`config.mk`:
```
export PLATFORM = sky130hd
export DESIGN_NAME = minifloat_adder
export DESIGN_NICKNAME = d
export VERILOG_FILES = /design/src/rtl/mfadd_pkg.sv /design/src/rtl/mf_unpack.sv /design/src/rtl/mf_addcore.sv /design/src/rtl/mf_pack.sv /design/src/rtl/minifloat_adder.sv
export SDC_FILE = /design/constraint.sdc
export NUM_CORES = 1
export LEC_CHECK = 0
export ABC_AREA = 0
export BUFFER_PORTS_ARGS = -buffer_cell sky130_fd_sc_hd__clkbuf_2
export CAP_MARGIN = 30
export CELL_PAD_IN_SITES_DETAIL_PLACEMENT = 1
export CELL_PAD_IN_SITES_GLOBAL_PLACEMENT = 1
export CORE_MARGIN = 2
export CORE_UTILIZATION = 42
export CTS_BUF_LIST = sky130_fd_sc_hd__clkbuf_4
export DETAILED_ROUTE_END_ITERATION = 10
export PLACE_DENSITY_LB_ADDON = 0.1
export SYNTH_ARGS = -nofsm -noshare
export SYNTH_HDL_FRONTEND = slang
export SYNTH_SLANG_ARGS = --single-unit
```
`constraint.sdc`:
```
create_clock -name clk -period 0.9 [get_ports clk]
set_input_delay 0.09 -clock clk [delete_from_list [all_inputs] [get_ports clk]]
set_output_delay 0.09 -clock clk [all_outputs]
set_load 0.05 [all_outputs]
```
`src/rtl/mfadd_pkg.sv`:
```
package mfadd_pkg;
    // Class of a packed result, decided after normalization
    typedef enum logic [2:0] {
        RC_ZERO,
        RC_SUB,
        RC_NORM,
        RC_OVF,
        RC_BAD
    } res_class_e;
endpackage

```
`src/rtl/mf_unpack.sv`:
```
module mf_unpack #(
    parameter int EW = 2,
    parameter int FW = 2
) (
    input  logic [EW+FW:0] word_i,
    input  logic           flush_i,
    output logic           sign_o,
    output logic [EW-1:0]  eexp_o,
    output logic [FW:0]    sig_o,
    output logic           reserved_o
);
    logic [EW-1:0] efield;
    logic [FW-1:0] ffield;

    assign sign_o = word_i[EW+FW];
    assign efield = word_i[FW +: EW];
    assign ffield = word_i[FW-1:0];

    always_comb begin
        reserved_o = &efield;
        if (efield == '0) begin
            // zero code sits on the scale of the smallest normal interval
            eexp_o = EW'(1);
            sig_o  = flush_i ? '0 : {1'b0, ffield};
        end else begin
            eexp_o = efield;
            sig_o  = {1'b1, ffield};
        end
    end
endmodule

```
`src/rtl/mf_addcore.sv`:
```
module mf_addcore #(
    parameter int EW = 2,
    parameter int FW = 2
) (
    input  logic          sign_a_i,
    input  logic [EW-1:0] eexp_a_i,
    input  logic [FW:0]   sig_a_i,
    input  logic          sign_b_i,
    input  logic [EW-1:0] eexp_b_i,
    input  logic [FW:0]   sig_b_i,
    output logic          sign_o,
    output logic [EW:0]   exp_o,
    output logic [FW:0]   sig_o,
    output logic          zero_o
);
    localparam int SW = FW + 2;

    logic          swap;
    logic          sign_big;
    logic [EW-1:0] exp_big;
    logic [EW-1:0] exp_small;
    logic [FW:0]   sig_big;
    logic [FW:0]   sig_small;
    logic [EW-1:0] exp_diff;
    logic [FW:0]   sig_aligned;
    logic [SW-1:0] raw_sum;
    int            lead_zeros;
    int            shift_limit;
    int            shift_amt;
    logic          found;

    // larger magnitude first: effective exponent, then significand
    assign swap      = {eexp_b_i, sig_b_i} > {eexp_a_i, sig_a_i};
    assign sign_big  = swap ? sign_b_i : sign_a_i;
    assign exp_big   = swap ? eexp_b_i : eexp_a_i;
    assign exp_small = swap ? eexp_a_i : eexp_b_i;
    assign sig_big   = swap ? sig_b_i  : sig_a_i;
    assign sig_small = swap ? sig_a_i  : sig_b_i;

    // truncating alignment: bits shifted past the LSB are lost
    assign exp_diff    = exp_big - exp_small;
    assign sig_aligned = sig_small >> exp_diff;

    always_comb begin
        if (sign_a_i ^ sign_b_i)
            raw_sum = {1'b0, sig_big} - {1'b0, sig_aligned};
        else
            raw_sum = {1'b0, sig_big} + {1'b0, sig_aligned};
    end

    always_comb begin
        lead_zeros = FW + 1;
        found      = 1'b0;
        for (int i = FW; i >= 0; i--) begin
            if (raw_sum[i] && !found) begin
                lead_zeros = FW - i;
                found      = 1'b1;
            end
        end
        shift_limit = int'(exp_big) - 1;
        shift_amt   = (lead_zeros < shift_limit) ? lead_zeros : shift_limit;

        if (raw_sum[SW-1]) begin
            sig_o = raw_sum[SW-1:1];
            exp_o = {1'b0, exp_big} + (EW+1)'(1);
        end else begin
            sig_o = raw_sum[FW:0] << shift_amt;
            exp_o = {1'b0, exp_big - EW'(shift_amt)};
        end
        sign_o = sign_big;
        zero_o = (raw_sum == '0);
    end
endmodule

```
`src/rtl/mf_pack.sv`:
```
module mf_pack
    import mfadd_pkg::*;
#(
    parameter int EW = 2,
    parameter int FW = 2
) (
    input  logic           flush_i,
    input  logic           bad_i,
    input  logic           sign_i,
    input  logic [EW:0]    exp_i,
    input  logic [FW:0]    sig_i,
    input  logic           zero_i,
    output logic [EW+FW:0] word_o,
    output logic           ovf_o,
    output logic           inv_o
);
    localparam logic [EW:0] EXP_RSV = {1'b0, {EW{1'b1}}};

    res_class_e rclass;

    always_comb begin
        if (bad_i)
            rclass = RC_BAD;
        else if (zero_i)
            rclass = RC_ZERO;
        else if (exp_i >= EXP_RSV)
            rclass = RC_OVF;
        else if (!sig_i[FW])
            rclass = RC_SUB;
        else
            rclass = RC_NORM;
    end

    always_comb begin
        word_o = '0;
        ovf_o  = 1'b0;
        inv_o  = 1'b0;
        unique case (rclass)
            RC_BAD: begin
                word_o = {1'b0, {EW{1'b1}}, {FW{1'b0}}};
                inv_o  = 1'b1;
            end
            RC_ZERO: word_o = '0;
            RC_OVF: begin
                word_o = {sign_i, {EW{1'b1}}, {FW{1'b0}}};
                ovf_o  = 1'b1;
            end
            RC_SUB: begin
                if (flush_i)
                    word_o = {sign_i, {EW{1'b0}}, {FW{1'b0}}};
                else
                    word_o = {sign_i, {EW{1'b0}}, sig_i[FW-1:0]};
            end
            RC_NORM: word_o = {sign_i, exp_i[EW-1:0], sig_i[FW-1:0]};
            default: word_o = '0;
        endcase
    end
endmodule

```
`src/rtl/minifloat_adder.sv`:
```
module minifloat_adder #(
    parameter int EXP_W  = 2,
    parameter int FRAC_W = 2
) (
    input  logic                    clk,
    input  logic                    rst_n,
    input  logic                    in_valid,
    input  logic                    flush_mode,
    input  logic [EXP_W+FRAC_W:0]   op_a,
    input  logic [EXP_W+FRAC_W:0]   op_b,
    output logic                    out_valid,
    output logic [EXP_W+FRAC_W:0]   sum_out,
    output logic                    overflow,
    output logic                    invalid
);
    localparam int WW = 1 + EXP_W + FRAC_W;

    logic [WW-1:0]    ops      [2];
    logic             op_sign  [2];
    logic [EXP_W-1:0] op_eexp  [2];
    logic [FRAC_W:0]  op_sig   [2];
    logic             op_rsv   [2];

    logic             c_sign;
    logic [EXP_W:0]   c_exp;
    logic [FRAC_W:0]  c_sig;
    logic             c_zero;
    logic [WW-1:0]    packed_word;
    logic             packed_ovf;
    logic             packed_inv;

    assign ops[0] = op_a;
    assign ops[1] = op_b;

    for (genvar g = 0; g < 2; g++) begin : g_unpack
        mf_unpack #(.EW(EXP_W), .FW(FRAC_W)) u_unpack (
            .word_i    (ops[g]),
            .flush_i   (flush_mode),
            .sign_o    (op_sign[g]),
            .eexp_o    (op_eexp[g]),
            .sig_o     (op_sig[g]),
            .reserved_o(op_rsv[g])
        );
    end

    mf_addcore #(.EW(EXP_W), .FW(FRAC_W)) u_core (
        .sign_a_i(op_sign[0]),
        .eexp_a_i(op_eexp[0]),
        .sig_a_i (op_sig[0]),
        .sign_b_i(op_sign[1]),
        .eexp_b_i(op_eexp[1]),
        .sig_b_i (op_sig[1]),
        .sign_o  (c_sign),
        .exp_o   (c_exp),
        .sig_o   (c_sig),
        .zero_o  (c_zero)
    );

    mf_pack #(.EW(EXP_W), .FW(FRAC_W)) u_pack (
        .flush_i(flush_mode),
        .bad_i  (op_rsv[0] | op_rsv[1]),
        .sign_i (c_sign),
        .exp_i  (c_exp),
        .sig_i  (c_sig),
        .zero_i (c_zero),
        .word_o (packed_word),
        .ovf_o  (packed_ovf),
        .inv_o  (packed_inv)
    );

    always_ff @(posedge clk or negedge rst_n) begin
        if (!rst_n) begin
            out_valid <= 1'b0;
            sum_out   <= '0;
            overflow  <= 1'b0;
            invalid   <= 1'b0;
        end else begin
            out_valid <= in_valid;
            if (in_valid) begin
                sum_out  <= packed_word;
                overflow <= packed_ovf;
                invalid  <= packed_inv;
            end
        end
    end
endmodule

```
==> flow_metrics.env, run 1 <==
export IMPL_htree_levels=1
export IMPL_status="stopped before the end"
export IMPL_placementRows=20
export IMPL_synth_warnings=0
export IMPL_synth_top_cell_area_share_pct=14.61
export IMPL_dieWidth_um=61.12
export IMPL_synth_area_leaders="dfrtp_1 (15%), ha_1 (11%), nand2_1 (5.2%)"
export IMPL_ys_ff_latch=8
export IMPL_root_buffer="clkbuf_4"
export IMPL_syn_nets=216
export IMPL_synth_edf_count=0
export IMPL_syn_area_um2=1370
export IMPL_cts_hold_buf=1
export IMPL_cts_resized=53
export IMPL_error="[ERROR DPL-0033] detailed placement checks failed during check placement."
export IMPL_cts_setup_buffers=23
export IMPL_gp_congestion=0.9190
export IMPL_syn_area_per_cell_um2=7.249
export IMPL_hpwl_um=5471
export IMPL_clk_path_buf_depth=2
export IMPL_io_pins=22
export IMPL_synth_cell_type_count=50
export IMPL_yosysSeqAreaShare_pct=14.61
export IMPL_synth_main_ff_cell="dfrtp_1"
export IMPL_haltStage="clock tree synthesis"
export IMPL_die_y_um=61.12
export IMPL_ys_top_cells_by_count="nand2_1 (19), nor2_1 (19), inv_1 (15)"
export IMPL_postSynth_asyncResetShare_pct=100.0
export IMPL_syn_inst=189
export IMPL_cts_buffers=3
export IMPL_synth_top_cell_by_area="dfrtp_1"
export IMPL_clock_sinks=8
export IMPL_port_buffers=21
export IMPL_start_util_pct=44.51
==> per-stage QoR <==
step	TNS, ns	instance area [um2]	util [%]	setup slack, ns	instances
3_3_place_gp	-26.10	2100	68.21	-4.512	309
2_1_floorplan	-24.65	1503	-	-4.381	189
3_5_place_dp	-28.79	2100	68.21	-4.950	309
==> logic make-up after synthesis <==
group           share of synthesized area [%]
mux                                     3.014
compound gates                          31.87
flops                                   14.61
xor+xnor                                3.197
simple gates                            27.76
buf+inv                                 7.123
fa+ha+maj                               12.42
==> run 2: changes to the inputs <==
--- a/config.mk
+++ b/config.mk
@@ -8,13 +8,10 @@
 export ABC_AREA = 0
 export BUFFER_PORTS_ARGS = -buffer_cell sky130_fd_sc_hd__clkbuf_2
 export CAP_MARGIN = 30
-export CELL_PAD_IN_SITES_DETAIL_PLACEMENT = 1
-export CELL_PAD_IN_SITES_GLOBAL_PLACEMENT = 1
-export CORE_MARGIN = 2
-export CORE_UTILIZATION = 42
-export CTS_BUF_LIST = sky130_fd_sc_hd__clkbuf_4
+export CORE_AREA = 2 2 63 65
 export DETAILED_ROUTE_END_ITERATION = 10
-export PLACE_DENSITY_LB_ADDON = 0.1
+export DIE_AREA = 0 0 65 67
+export PLACE_DENSITY_LB_ADDON = 0.15
 export SYNTH_ARGS = -nofsm -noshare
 export SYNTH_HDL_FRONTEND = slang
 export SYNTH_SLANG_ARGS = --single-unit
==> run 2 against run 1 <==
Compared with the run above:
- the flow now finishes, with violations (setup timing)
- synthesized area stayed put
- synthesized cell count stayed put
==> flow_metrics.env, run 2 <==
export IMPL_clock_latency_ns=0.22
export IMPL_synth_main_ff_cell="dfrtp_1"
export IMPL_synth_fa_ha_area_share_pct=12.42
export IMPL_placementRows=22
export IMPL_worst_slew_pin_slew_ns=0.3858
export IMPL_power_density_nw_per_um2=3005
export IMPL_hold_violations=0
export IMPL_start_kind="primary input"
export IMPL_drive_gt1_share_pct=52.80
export IMPL_cp_depth=27
export IMPL_regMostFlops="sum_out"
export IMPL_setup_tns_ns=-25.39
export IMPL_failed_checks="setup timing"
export IMPL_hold_start="in_valid"
export IMPL_antenna_cells=0
export IMPL_hpwl_um=3852
export IMPL_finalMaxSlewViolations=0
export IMPL_start_util_pct=37.99
export IMPL_switchingPower_uw=3509
export IMPL_hold_depth=2
export IMPL_pwr_share_seq_pct=7.6
export IMPL_dr_wl_met2_um=2902
export IMPL_grt_overflow_total=0
export IMPL_dieArea_um2=4355
export IMPL_topRoutingLayerUsed="met4"
export IMPL_swShare_pct=46.43
export IMPL_postSynth_asyncResetShare_pct=100.0
export IMPL_drc=0
export IMPL_htree_levels=1
export IMPL_slowest_stage="fa_2"
export IMPL_synth_xor_area_share_pct=3.196
export IMPL_synth_top_cell_by_area="dfrtp_1"
export IMPL_synthMuxAreaShare_pct=3.014
export IMPL_grt_start_max_net_pins=11
export IMPL_cap_viol_max_count=0
export IMPL_port_buffers=21
export IMPL_track_usage_pct=23.98
export IMPL_wl_met1_um=2118
export IMPL_p_int_uw=4048
export IMPL_syn_inst=189
export IMPL_drt_pass1_iter_count=4
export IMPL_worst_ep_arrival_time_ns=5.44
export IMPL_wl_per_cell_um=16.02
export IMPL_wl_um=5351
export IMPL_synth_warnings=0
export IMPL_synth_simple_gate_area_share_pct=27.76
export IMPL_critical_path_buf_inv_count=5
export IMPL_clkPwrFrac_pct=5.7
export IMPL_setup_violations=7
export IMPL_setup_ws_ns=-4.410
export IMPL_syn_to_final_growth_pct=83.56
export IMPL_synth_area_leaders="dfrtp_1 (15%), ha_1 (11%), nand2_1 (5.2%)"
export IMPL_tritoncts="done"
export IMPL_cts_buffers=3
export IMPL_final_cell_mix="buf_4 (79), nand2_1 (17), nor2_1 (15)"
export IMPL_met3WireLength_um=245
export IMPL_ys_top_cells_by_count="nand2_1 (19), nor2_1 (19), inv_1 (15)"
export IMPL_ff2ff_path_depth=2
export IMPL_syn_area_um2=1370
export IMPL_crit_family="simple AND/OR/NAND/NOR gates"
export IMPL_peakVddDrop_mv=2.060
export IMPL_num_vias=1882
export IMPL_grt_pass1_wl_um=8128
export IMPL_largest_reg_flops=5
export IMPL_drt_iter0_drc=138
export IMPL_final_common_cell="buf_4"
export IMPL_r2r_start="sum_out[2]"
export IMPL_skew_ns=0
export IMPL_io_pins=22
export IMPL_die_y_um=67
export IMPL_synth_compound_area_share_pct=31.87
export IMPL_cp_data_required_time_ns=1.03
export IMPL_syn_area_per_cell_um2=7.249
export IMPL_core_area_um2=3606
export IMPL_min_period_ns=5.310
export IMPL_max_stage_delay_ns=0.56
export IMPL_path_max_fanout=5
export IMPL_path_class="primary input to flip-flop"
export IMPL_final_area_um2=2515
export IMPL_ant_nets=0
export IMPL_synth_top_cell_area_share_pct=14.61
export IMPL_relSlewSlack_pct=74.25
export IMPL_dieWidth_um=65
export IMPL_grt_setup_unrepaired="yes"
export IMPL_cp_startpoint="op_b[3]"
export IMPL_comb_power_share_pct=86.7
export IMPL_p_leak_uw=0.001167
export IMPL_syn_nets=216
export IMPL_clkTransAtPathRegs_ns=0.04
export IMPL_status="finished, violations left"
export IMPL_synth_edf_count=0
export IMPL_timing_fmax_ghz=0.1883
export IMPL_min_path_type="primary input to flip-flop"
export IMPL_ys_ff_latch=8
export IMPL_yosysSeqAreaShare_pct=14.61
export IMPL_root_buffer="clkbuf_8"
export IMPL_synth_cell_type_count=50
export IMPL_cp_end_kind="flip-flop"
export IMPL_fin_crit_sh_pct=590.0
export IMPL_clock_sinks=8
export IMPL_synth_top_family_by_area="compound AO/OA/AOI/OAI gates"
export IMPL_final_nets=315
export IMPL_antenna_found_initial=0
export IMPL_drt_vias_per_instance=5.635
export IMPL_clk_path_buf_depth=2
export IMPL_final_core_util_pct=69.74
export IMPL_place_area_um2=2107
export IMPL_first_global_vias=1827
export IMPL_gp_congestion=0.9572
[run 2: layer usage]
layer / GRT usage, % / vias to the layer above
li1: - / 892
met1: 27.82 / 906
met2: 46.13 / 72
met3: 3.209 / 12
met4: 5.585 / 0
met5: 0 / -
[run 2: cell type report]
| class | count | area [um2] |
|---|---|---|
| Inverter | 15 | 56.30 |
| Multi-Input combinational cell | 159 | 1361 |
| Sequential cell | 8 | 200.2 |
| Fill cell | 287 | 1091 |
| Clock buffer | 3 | 41.29 |
| Tap cell | 48 | 60.06 |
| Timing Repair Buffer | 101 | 795.8 |
[run 2: path summary, 6_finish.rpt]
kind / end / slack [ns]
setup / recovery: sum_out[3] / -4.41
hold / removal: out_valid / 0.15
setup reg to reg: sum_out[2] / 0.12
hold reg to reg: invalid / 0.52
max in group asynchronous: overflow / 0.45
min in group asynchronous: sum_out[1] / 0.26
[run 2: per-stage QoR]
stage / setup slack [ns] / hold WS (ns) / power (uW) / instances
finish: -4.410 / 0.1476 / 7557 / 334
detailed placement: -4.841 / -0.05118 / 5574 / 315
CTS: -4.348 / 0.1359 / 6704 / 328
floorplan: -4.381 / -0.2056 / 3691 / 189
global route: -4.632 / 0.1707 / 8053 / 334
global placement: -4.535 / -0.06369 / 5395 / 315
[run 2: timing repair]
| item | CTS | global route |
|---|---|---|
| hold buffers | 1 | 0 |
| setup buffers | 9 | 6 |
| pin swaps | 6 | 10 |
| hold endpoints to repair | 8 | 0 |
| setup endpoints to repair | 15 | 14 |
| gates resized for setup | 30 | 29 |
[run 2: kinds of logic (layout without fill, tap and decap cells)]
kind of cell             Yosys count  in the layout
AO/OA/AOI/OAI                     60             60
XOR/XNOR                           5              5
adder cells (fa/ha/maj)           13             13
buffers and inverters             22            119
flip-flops                         8              8
multiplexers                       4              4
AND/OR/NAND/NOR                   77             77
[run 2: power groups by stage]
stage / combinational (uW) / clock [uW] / sequential (uW)
detailed placement: 5030 / 0 / 541
global placement: 4860 / 0 / 532
CTS: 5720 / 434 / 551
finish: 6550 / 431 / 575
global route: 7010 / 459 / 583
floorplan: 2760 / 0 / 934
Note: power is estimated with default switching activity, not from simulation.
==> run 3: changes to the inputs <==
--- a/config.mk
+++ b/config.mk
@@ -11,7 +11,7 @@
 export CORE_AREA = 2 2 63 65
 export DETAILED_ROUTE_END_ITERATION = 10
 export DIE_AREA = 0 0 65 67
-export PLACE_DENSITY_LB_ADDON = 0.15
+export PLACE_DENSITY = 0.63
 export SYNTH_ARGS = -nofsm -noshare
 export SYNTH_HDL_FRONTEND = slang
 export SYNTH_SLANG_ARGS = --single-unit
==> run 3 against run 2 <==
Compared with the run above:
- the flow still finishes with violations (setup timing)
- register-to-register slack improved by 0.03 ns
- sequential cell count is the same
- clock power is 3% lower
- utilization down 2.3 points
- via count shrank 3.4%
- critical path type unchanged
- critical endpoint unchanged
==> flow_metrics.env, run 3 (synthesized netlist as in run 2, its figures left out) <==
export IMPL_syn_to_final_growth_pct=77.53
export IMPL_preCtsSetupSlack_ns=-4.643
export IMPL_status="finished, violations left"
export IMPL_clk_path_buf_depth=2
export IMPL_num_vias=1818
export IMPL_gp_congestion=0.8806
export IMPL_p_leak_uw=0.001146
export IMPL_drt_iter0_drc=78
export IMPL_power_density_nw_per_um2=2812
export IMPL_hold_violations=0
export IMPL_drive_gt1_share_pct=49.82
export IMPL_final_area_um2=2432
export IMPL_antenna_found_initial=0
export IMPL_dp_cells=314
export IMPL_die_y_um=67
export IMPL_clock_latency_ns=0.22
export IMPL_start_util_pct=37.99
export IMPL_path_max_fanout=5
export IMPL_cp_end_kind="flip-flop"
export IMPL_core_area_um2=3606
export IMPL_clkTransAtPathRegs_ns=0.04
export IMPL_grt_setup_unrepaired="yes"
export IMPL_setup_violations=6
export IMPL_path_class="primary input to flip-flop"
export IMPL_final_cell_mix="buf_4 (76), nand2_1 (17), nor2_1 (15)"
export IMPL_min_path_type="primary input to flip-flop"
export IMPL_final_nets=312
export IMPL_wl_per_cell_um=14.64
export IMPL_htree_levels=1
export IMPL_layoutNonFillerInstCount=331
export IMPL_wl_um=4846
export IMPL_first_global_vias=1851
export IMPL_relSlewSlack_pct=63.65
export IMPL_place_area_um2=2100
export IMPL_drt_pass1_iter_count=4
export IMPL_dieArea_um2=4355
export IMPL_port_buffers=21
export IMPL_failed_checks="setup timing"
export IMPL_cts_buffers=3
export IMPL_cp_data_required_time_ns=0.99
export IMPL_peakVddDrop_mv=1.445
export IMPL_tritoncts="done"
export IMPL_fin_hold_ws_ns=0.1570
export IMPL_root_buffer="clkbuf_8"
export IMPL_antenna_cells=0
export IMPL_skew_ns=0
export IMPL_cap_viol_max_count=0
export IMPL_drc=0
export IMPL_track_usage_pct=22.81
export IMPL_worst_slew_pin_slew_ns=0.5316
export IMPL_io_pins=22
export IMPL_setup_ws_ns=-4.336
export IMPL_fin_crit_sh_pct=581.8
export IMPL_start_kind="primary input"
export IMPL_clock_sinks=8
export IMPL_drt_vias_per_instance=5.492
export IMPL_final_common_cell="buf_4"
export IMPL_timing_fmax_ghz=0.1910
export IMPL_ant_nets=0
export IMPL_placementRows=22
export IMPL_grt_overflow_total=0
export IMPL_min_period_ns=5.236
export IMPL_grt_start_max_net_pins=11
export IMPL_largest_reg_flops=5
export IMPL_grt_pass1_wl_um=7921
export IMPL_hpwl_um=3464
export IMPL_dieWidth_um=65
export IMPL_regMostFlops="sum_out"
export IMPL_finalMaxSlewViolations=0
export IMPL_worst_ep_arrival_time_ns=5.33
[run 3: where the power goes]
group / total [uW] / internal (uW) / switching [uW]
Sequential: 542 / 476 / 66.2
Combinational: 5880 / 2940 / 2940
Clock: 417 / 289 / 128
Total: 6840 / 3700 / 3140
[run 3: final timing paths]
kind                            start    endpoint  slack (ns)  cells past startpoint
setup / recovery              op_b[3]  sum_out[3]       -4.34                     28
hold / removal               in_valid   out_valid        0.16                      2
setup reg to reg           sum_out[2]  sum_out[2]        0.15                      2
hold reg to reg               invalid     invalid        0.49                      2
max in group asynchronous       rst_n  sum_out[1]        0.48                      2
min in group asynchronous       rst_n    overflow        0.25                      2
[run 3: routing by layer]
| layer | share of wire [%] | up-vias | GRT usage, % |
|---|---|---|---|
| met2 | 51 | 53 | 42.14 |
| met5 | 0 | - | 0 |
| met3 | 3.0 | 14 | 2.703 |
| li1 | - | 887 | - |
| met4 | 1.8 | 0 | 8.511 |
| met1 | 45 | 864 | 26.80 |
[run 3: cell type report]
type                       count  area, um2
clock buffer                   3      41.29
inverter                      15      58.81
fill                         286       1174
timing repair buffer          98      759.5
multi-input combinational    159       1313
tap                           48      60.06
sequential                     8      200.2
[run 3: per-stage QoR]
step | util [%] | setup TNS [ns] | power, uW
6_report | 67.45 | -24.60 | 6839
5_1_grt | 67.45 | -26.05 | 7348
4_1_cts | 64.85 | -24.31 | 6470
3_5_place_dp | 58.22 | -26.88 | 5359
3_3_place_gp | 58.22 | -26.22 | 5337
2_1_floorplan | - | -24.65 | 3691
[run 3: worst max-delay path, stage by stage]
cell and delay, ns:
buf_8 0.10, or3b_4 0.42, nand2_4 0.09, inv_4 0.04
ha_4 0.21, nor2b_4 0.13, a211oi_4 0.22, nor2_4 0.11
a221o_1 0.37, and2_4 0.17, a211oi_4 0.24, inv_1 0.07
ha_1 0.26, mux2_4 0.28, fa_2 0.41, xnor2_4 0.18
nor2_4 0.07, ha_4 0.28, nor3_4 0.04, buf_4 0.14
buf_4 0.12, a21oi_1 0.12, nor3_1 0.07, and3_1 0.19
buf_4 0.13, a2111oi_0 0.51, a211o_1 0.19, a311oi_2 0.08
[run 3: what timing repair did]
item | 4_1_cts | 5_1_grt
pin swaps | 9 | 3
resized for setup | 31 | 15
hold buffers | 1 | 0
hold endpoints to repair | 8 | 0
setup endpoints to repair | 15 | 11
buffers inserted | 7 | 6
cloned | 0 | 0
